[src/rtl/pcnt_pkg.sv]
// Shared constants for the pulse counter bank.
// Assumes: nothing beyond standard SystemVerilog.
package pcnt_pkg;
    // Number of flops in the input synchroniser chain (before edge history).
    localparam int SYNC_STAGES = 2;

    // Read index width for a bank of n channels plus one timestamp slot.
    function automatic int idx_width(input int n);
        return $clog2(n + 1);
    endfunction
endpackage

[src/rtl/pcnt_edge_chan.sv]
// One counting channel: two-flop synchroniser, rising-edge detect, wrapping counter.
// Assumes: input pulses are high and low for at least two clk cycles each.
module pcnt_edge_chan #(
    parameter int CNT_W = 32
) (
    input  logic             clk,
    input  logic             rst_n,
    input  logic             pulse_raw,
    output logic [CNT_W-1:0] count
);
    import pcnt_pkg::*;

    logic [SYNC_STAGES-1:0] sync_q;
    logic                   hist_q;
    logic                   rise;

    // Synchronise the asynchronous input and keep one cycle of history.
    always_ff @(posedge clk) begin
        if (!rst_n) begin
            sync_q <= '0;
            hist_q <= 1'b0;
        end else begin
            sync_q <= {sync_q[SYNC_STAGES-2:0], pulse_raw};
            hist_q <= sync_q[SYNC_STAGES-1];
        end
    end

    // A rising edge is a synchronised high that was low one cycle earlier.
    always_comb begin
        rise = sync_q[SYNC_STAGES-1] & ~hist_q;
    end

    // Count detected edges; natural wrap at all-ones.
    always_ff @(posedge clk) begin
        if (!rst_n)
            count <= '0;
        else if (rise)
            count <= count + CNT_W'(1);
    end
endmodule

[src/rtl/pcnt_timebase.sv]
// Prescaler and free-running timestamp counter.
// Assumes: DIV >= 2; one tick is emitted every DIV clk cycles.
module pcnt_timebase #(
    parameter int DIV  = 50000,
    parameter int TS_W = 32
) (
    input  logic            clk,
    input  logic            rst_n,
    output logic            tick,
    output logic [TS_W-1:0] ts
);
    localparam int PW = $clog2(DIV);

    logic [PW-1:0] div_q;

    // Tick on the last count of each prescaler period.
    always_comb begin
        tick = (div_q == PW'(DIV - 1));
    end

    // Prescaler counts 0..DIV-1 and restarts.
    always_ff @(posedge clk) begin
        if (!rst_n || tick)
            div_q <= '0;
        else
            div_q <= div_q + PW'(1);
    end

    // Timestamp advances on each tick and wraps.
    always_ff @(posedge clk) begin
        if (!rst_n)
            ts <= '0;
        else if (tick)
            ts <= ts + TS_W'(1);
    end
endmodule

[src/rtl/pcnt_snapshot.sv]
// Shadow register file with an index-selected combinational read port.
// Assumes: live values are from the same clock domain; index NUM_CH is the timestamp.
module pcnt_snapshot #(
    parameter int NUM_CH = 16,
    parameter int DATA_W = 32,
    parameter int IDX_W  = 5
) (
    input  logic                          clk,
    input  logic                          rst_n,
    input  logic                          latch_req,
    input  logic [NUM_CH-1:0][DATA_W-1:0] live_cnt,
    input  logic [DATA_W-1:0]             live_ts,
    input  logic [IDX_W-1:0]              rd_idx,
    output logic [DATA_W-1:0]             rd_data,
    output logic [NUM_CH-1:0][DATA_W-1:0] shd_cnt,
    output logic [DATA_W-1:0]             shd_ts
);
    localparam int CH_W = (NUM_CH > 1) ? $clog2(NUM_CH) : 1;

    // Capture every live value on one common strobe.
    always_ff @(posedge clk) begin
        if (!rst_n) begin
            shd_cnt <= '0;
            shd_ts  <= '0;
        end else if (latch_req) begin
            shd_cnt <= live_cnt;
            shd_ts  <= live_ts;
        end
    end

    // Select a channel, the timestamp, or zero for out-of-range indices.
    always_comb begin
        rd_data = '0;
        if (32'(rd_idx) < NUM_CH)
            rd_data = shd_cnt[rd_idx[CH_W-1:0]];
        else if (32'(rd_idx) == NUM_CH)
            rd_data = shd_ts;
    end
endmodule

[src/rtl/pulse_snap_bank.sv]
// Top: NUM_CH edge counters plus timestamp, frozen together into shadows on latch_req.
// Assumes: pulse_in bits are asynchronous; all other inputs are synchronous to clk.
module pulse_snap_bank #(
    parameter int NUM_CH   = 16,
    parameter int DATA_W   = 32,
    parameter int TICK_DIV = 50000,
    parameter int IDX_W    = pcnt_pkg::idx_width(NUM_CH)
) (
    input  logic              clk,
    input  logic              rst_n,
    input  logic [NUM_CH-1:0] pulse_in,
    input  logic              latch_req,
    input  logic [IDX_W-1:0]  rd_idx,
    output logic [DATA_W-1:0] rd_data
);
    logic [NUM_CH-1:0][DATA_W-1:0] live_cnt;
    logic [NUM_CH-1:0][DATA_W-1:0] shd_cnt;
    logic [DATA_W-1:0]             live_ts;
    logic [DATA_W-1:0]             shd_ts;
    logic                          tick;

    // One counting channel per input bit.
    for (genvar g = 0; g < NUM_CH; g++) begin : g_chan
        pcnt_edge_chan #(.CNT_W(DATA_W)) u_chan (
            .clk      (clk),
            .rst_n    (rst_n),
            .pulse_raw(pulse_in[g]),
            .count    (live_cnt[g])
        );
    end

    pcnt_timebase #(.DIV(TICK_DIV), .TS_W(DATA_W)) u_tb (
        .clk  (clk),
        .rst_n(rst_n),
        .tick (tick),
        .ts   (live_ts)
    );

    pcnt_snapshot #(.NUM_CH(NUM_CH), .DATA_W(DATA_W), .IDX_W(IDX_W)) u_snap (
        .clk      (clk),
        .rst_n    (rst_n),
        .latch_req(latch_req),
        .live_cnt (live_cnt),
        .live_ts  (live_ts),
        .rd_idx   (rd_idx),
        .rd_data  (rd_data),
        .shd_cnt  (shd_cnt),
        .shd_ts   (shd_ts)
    );
endmodule

[config.mk]
export PLATFORM = sky130hd
export DESIGN_NAME = pulse_snap_bank
export DESIGN_NICKNAME = d
export VERILOG_FILES = /design/src/rtl/pcnt_pkg.sv /design/src/rtl/pcnt_edge_chan.sv /design/src/rtl/pcnt_timebase.sv /design/src/rtl/pcnt_snapshot.sv /design/src/rtl/pulse_snap_bank.sv
export SDC_FILE = /design/constraint.sdc
export NUM_CORES = 2
export LEC_CHECK = 0
export BUFFER_PORTS_ARGS = -buffer_cell sky130_fd_sc_hd__buf_2
export CORE_ASPECT_RATIO = 0.8
export CORE_MARGIN = 4
export CORE_UTILIZATION = 45
export DETAILED_ROUTE_END_ITERATION = 16
export PLACE_DENSITY_LB_ADDON = 0.3
export SYNTH_ARGS = -nofsm -noshare
export SYNTH_HDL_FRONTEND = slang
export SYNTH_SLANG_ARGS = --single-unit
[constraint.sdc]
create_clock -name clk -period 3.1 [get_ports clk]
set_input_delay 0.62 -clock clk [delete_from_list [all_inputs] [get_ports clk]]
set_output_delay 0.62 -clock clk [all_outputs]
set_load 0.05 [all_outputs]
* Yosys cells after proc, flatten, opt, wreduce, memory -nomap -nowiden *
Cells that the tools add are included.

operators by class
  muxes and demuxes = 4
  bitwise operators = 32
  reductions and logical operators = 2
  add/sub/neg operators = 18
  eq/ne operators = 2
  magnitude comparators = 2

operator list
  kind                     number
  $add A32 B1 Y32 const B  17
  $bmux W32 S4             1
  $mux W32                 3
  $add A16 B1 Y16 const B  1
  $and A1 B1 Y1            16
  $eq A16 B16 Y1 const B   1
  $not A1 Y1               16
  $eq A5 B5 Y1 const B     1
  $lt A4 B5 Y1 const B     1
  $lt A5 B5 Y1 const B     1
  $logic_not A1 Y1         1
  $logic_or A1 B1 Y1       1

storage, ports and cells
  output and inout bits = 32
  word-level logic and storage cells = 127
  flip-flop bits (word level) = 1152

* Logic depth before layout (Yosys ltp) *
  word-level depth = 3
  gate-level depth with buffers = 9
  mapped depth without buffers = 6

* Cells and area by module *
From an unflattened synthesis, not the netlist that was laid out.

unflattened totals
  cells, all modules = 5785
  area total of the unflattened synthesis = 55398.1 µm²

by module, submodules not included
  module          sequential area each (µm²)  cells each  times used  area each (µm²)
  pcnt_edge_chan  700.7                       195         16          1747.9
  pcnt_snapshot   10890.4                     2385        1           25084.1
  pcnt_timebase   960.9                       280         1           2347.3

* Worst setup path before layout *
OpenSTA, ideal clock, no wires.

  path kind = input -> output
  from = input rd_idx[1]
  to = output rd_data[10]
  stages = 6
  path slack = -0.521 ns
  required time = 2.480 ns
  arrival = 3.001 ns
  cell sequence = clkbuf_1 > clkbuf_1 > buf_1 > mux4_2 > mux2i_1 > o21ai_0

between the ends
  longest elaborated chain between the ends = 3
  elaborated cells between the ends (all ways) = 6
  those cells by class = order compare: 1; eq/ne: 1; mux: 4

ends and longest elaborated chain
  item                                                 line                                      source
  start, declared                                      pulse_snap_bank.sv:13                     input logic [IDX_W-1:0] rd_idx,
  $bmux W32 S4 / $eq A5 B5 Y1 (equally long branches)  pcnt_snapshot.sv:35, pcnt_snapshot.sv:36
  $mux W32, on equally long branches                   pcnt_snapshot.sv:35, pcnt_snapshot.sv:36
  $mux W32 (*)                                         pcnt_snapshot.sv:34                       if (32'(rd_idx) < NUM_CH)
  end, declared                                        pulse_snap_bank.sv:14                     output logic [DATA_W-1:0] rd_data

Mark *: on every way between the ends. The rest lies on a longest branch, timed or not. The select of a mux whose other input is x is not followed.

* Final worst setup path *
  from = input rd_idx[0]
  to = output rd_data[19]

The elaborated chain is that of the path after synthesis.

==> impl_results.md <==
- Net Switching: 0.00664 W
- Internal Power: 0.0240 W
- Sum of negative setup slack: 0 ns
- Area share of the largest cell type after synthesis: 46.9%
- Cell type of the slowest stage on the worst timing path: or2_2
- Clk sink count: 1152
- Post-cts hold buffer count: 0
- Met3 track demand over resource in global routing: 3.72%
- Average size of a mapped cell: 9.51 µm²
- Worst r2r src: u_tb.div_q[13]$_SDFF_PP0_
- Worst-path cell chain: buf_4 > or2_2 > nor4b_2 > buf_6 > a21oi_1 > buf_4 > o21ai_2 > clkbuf_4
- Async SR Flop Fraction: 0%
- Avg WL per Cell: 19.0 µm
- Vias in the first global route: 34000
- Top post-synthesis cells by area: dfxtp_1, mux2i_1, nor2_1
- Maximum number of pins on one net before global-route repair: 94
- Commonest cells in the synthesized netlist: dfxtp_1, nor2_1, mux2i_1
- Class of the most critical hold timing path: input port to flip-flop
- Kind of end point of the critical path: primary output
- Data required time at the worst endpoint: 2.48 ns
- Final WL: 128000 µm
- Internal reg-to-reg setup slack: 0.38 ns
- Maximum count of clock buffers along a single path: 3
- Clock root buffer master: clkbuf_16
- TritonCTS Buffers: 108
- Critical path startpoint category: input port
- Post-layout net count: 5234
- Min-Delay Startpoint: pulse_in[10]
- Reg-to-reg critical path endpoint: u_tb.ts[27]$_SDFFE_PN0N_
- Outcome: finished, final reports clean
- Input/output buffers: 55
- Top flip-flop cell by instance count after synthesis: dfxtp_1
- Total track usage: 21.7%
- Cell variety after synth: 45
- Logic depth of the worst register-to-register path: 6
- Drc violations: 0
- Fraction of final layout cells sized beyond drive strength 1: 12.2%
- Gp weighted congestion: 0.965
- Dpl cell area: 52200 µm²
- TritonCTS clock tree: yes
- Iteration-0 DRC count of the detailed router: 3036
- Power share of the combinational group: 4.3%
- Total power divided by cell area: 544 nW/µm²
- Placed instance count: 6510
- Unrepaired setup endpoints after global routing: yes
- Full die area: 115000 µm²
- Worst min-delay path endpoint: g_chan[10].u_chan.sync_q[0]$_SDFF_PN0_
- Global routing usage on met1: 29.4%
- Most frequent cell on the critical path: buf_4
- Part of the total power dissipated in sequential elements: 48.6%
- Tightest Pin Transition: 1.07 ns
- Wire length of the first global-routing pass: 197000 µm
- Final-layout worst hold slack: 0.124 ns
- H-tree depth: 3
- Start-to-end type of the worst setup path: input port to primary output
- Count of synthesis-stage warnings from yosys: 0
- Vias: 36700
- Insertion delay to the later sink of the worst-skew pair: 0.70 ns
- Synth Net Count: 5217
- Die X-Extent: 378 µm
- Count of maximum capacitance violations: 0
- Clock transition time at the flip-flop clock pins of the worst setup and hold paths: 0.06 ns
- Netlist Area Pre-Place: 49200 µm²
- Number of cells produced by synthesis: 5175
- Worst ir drop on vdd: 0.495 mV
- Initial Util: 45.4%
- Tightest slew margin relative to the limit: 28.3%
- Lkg Pwr: 21.7 nW
- Antenna violations before repair: 3
- Number of stages on the worst hold path: 2
- Met2 Usage GRT: 34.3%
- Final Critical Period: 3.08 ns
- Cell accounting for the most synthesized area: dfxtp_1
- # rows: 108
- Most congested layer reported by global routing: met2
- Part of the Yosys area used for sequential elements: 46.9%
- Number of top-level pins: 56
- Count of endpoints failing hold in the final timing report: 0
- Number of pins with negative max-slew slack in the final report: 0
- Post-route antenna net violation count: 0
- Post-route clock period utilization: 99.4%
- Post-synth EDFFs: 0
- Clock skew: 0.0236 ns
- Max FO, Critical Path: 14
- Clock power frac: 47.1%
- Max Fclk: 0.324 GHz
- Non-filler cells, final: 6714
- Detailed Place HPWL: 92400 µm
- Number of register bits inferred by synthesis: 1152
- Maximum cell stage delay along the critical path: 0.38 ns
- Most frequent cell after synthesis: dfxtp_1
- Placeable core region: 109000 µm²
- Critical Path AT: 2.46 ns
- Layout-stage area growth over the synthesis result: 14.4%
- Design area: 56300 µm²
- Routed via count divided by cell count: 5.47
- Die extent in y: 304 µm
- Final global-route overflow total: 0
- Setup-failing EPs final: 0
- Sw Ratio: 21.7%
- 1st-pass router iterations: 5
## cell type report
cell class / instances / area (µm²)
clock inverters: 45 / 627
fillers: 9811 / 52200
multi-input cells: 3683 / 25100
repair buffers: 201 / 2250
flip-flops and latches: 1152 / 23100
inverters: 46 / 180
well taps: 1430 / 1790
diodes: 2 / 5.00
clock buffers: 155 / 3310
## sequential cells by signal, indices dropped and copies added, names as in the netlist
| signal | count |
|---|---|
| u_tb.ts | 32 |
| u_snap.shd_ts | 32 |
| g_chan.u_chan.hist_q | 16 |
| g_chan.u_chan.count | 512 |
| u_tb.div_q | 16 |
| g_chan.u_chan.sync_q | 32 |
| u_snap.shd_cnt | 512 |
## critical path, delay by kind of cell
family / cells / cell delay [ns]
buffers and inverters: 4 / 0.90
AOI/OAI and AO/OA: 2 / 0.25
and+or+nand+nor: 2 / 0.68
## power groups by stage
stage	registers (W)	logic [W]	clock network, W
global route	0.0149	0.00139	0.0154
detailed placement	0.0152	0.00129	0
floorplan	0.0152	0.000884	0
finish	0.0149	0.00131	0.0144
CTS	0.0149	0.00129	0.0148
global placement	0.0152	0.00128	0
## timing repair
action	in CTS	in global routing
cloned	0	2
endpoints found under the setup margin	6	22
gates resized for setup	7	18
buffers inserted	0	0
pin swaps	0	0
## kinds of logic after synthesis
group	after synthesis	synth area share, %
compound gates	285	3.20
mux	794	18.1
simple gates	2136	20.8
flops	1152	46.9
buf+inv	340	2.62
fa+ha+maj	18	0.458
xor+xnor	450	8.01
## cell usage in the layout (no fill, tap or decap), types with 21 or more instances in the layout
| master | n |
|---|---|
| a21oi_1 | 97 |
| and2_1 | 73 |
| and3_1 | 68 |
| and4_1 | 66 |
| buf_12 | 58 |
| buf_2 | 24 |
| buf_4 | 110 |
| clkbuf_16 | 115 |
| clkbuf_8 | 33 |
| clkinv_2 | 21 |
| dfxtp_1 | 1152 |
| inv_1 | 45 |
| mux2_2 | 128 |
| mux2i_1 | 602 |
| mux4_2 | 64 |
| nand2_1 | 191 |
| nand3_1 | 164 |
| nand4_1 | 174 |
| nor2_1 | 1064 |
| nor3_1 | 88 |
| nor4_1 | 64 |
| o21ai_0 | 60 |
| o21ai_2 | 31 |
| o22ai_1 | 64 |
| or3_1 | 64 |
| or4_1 | 23 |
| xnor2_1 | 198 |
| xor2_1 | 252 |
## per-layer routing
| metal | vias to the layer above | share of wire (%) |
|---|---|---|
| li1 | 18000 | - |
| met1 | 17600 | 45 |
| met4 | 0 | 4.5 |
| met5 | - | 0 |
| met3 | 238 | 5.5 |
| met2 | 860 | 45 |
## how the worst max path moves through the flow
stage                                           from          end  slack, ns  cells past startpoint
floorplan                                  rd_idx[2]  rd_data[10]       0.06                      7
global placement                           rd_idx[0]  rd_data[20]      -0.13                      8
detailed placement                         rd_idx[1]  rd_data[20]      -0.10                      8
CTS                                        rd_idx[1]  rd_data[27]      0.007                      9
global route        u_snap.shd_cnt[114]$_SDFFE_PN0P_  rd_data[18]      -0.08                      6
finish                                     rd_idx[0]  rd_data[19]       0.02                      8
## per-stage QoR
step           power, W  setup WS [ns]  util (%)
3_5_place_dp     0.0165         -0.102      48.1
4_1_cts          0.0310        0.00735      51.8
3_3_place_gp     0.0165         -0.130      48.1
5_1_grt          0.0317        -0.0800      51.9
6_report         0.0306         0.0172      51.9
2_1_floorplan    0.0161         0.0618         -
(Power assumes the default switching activity.)
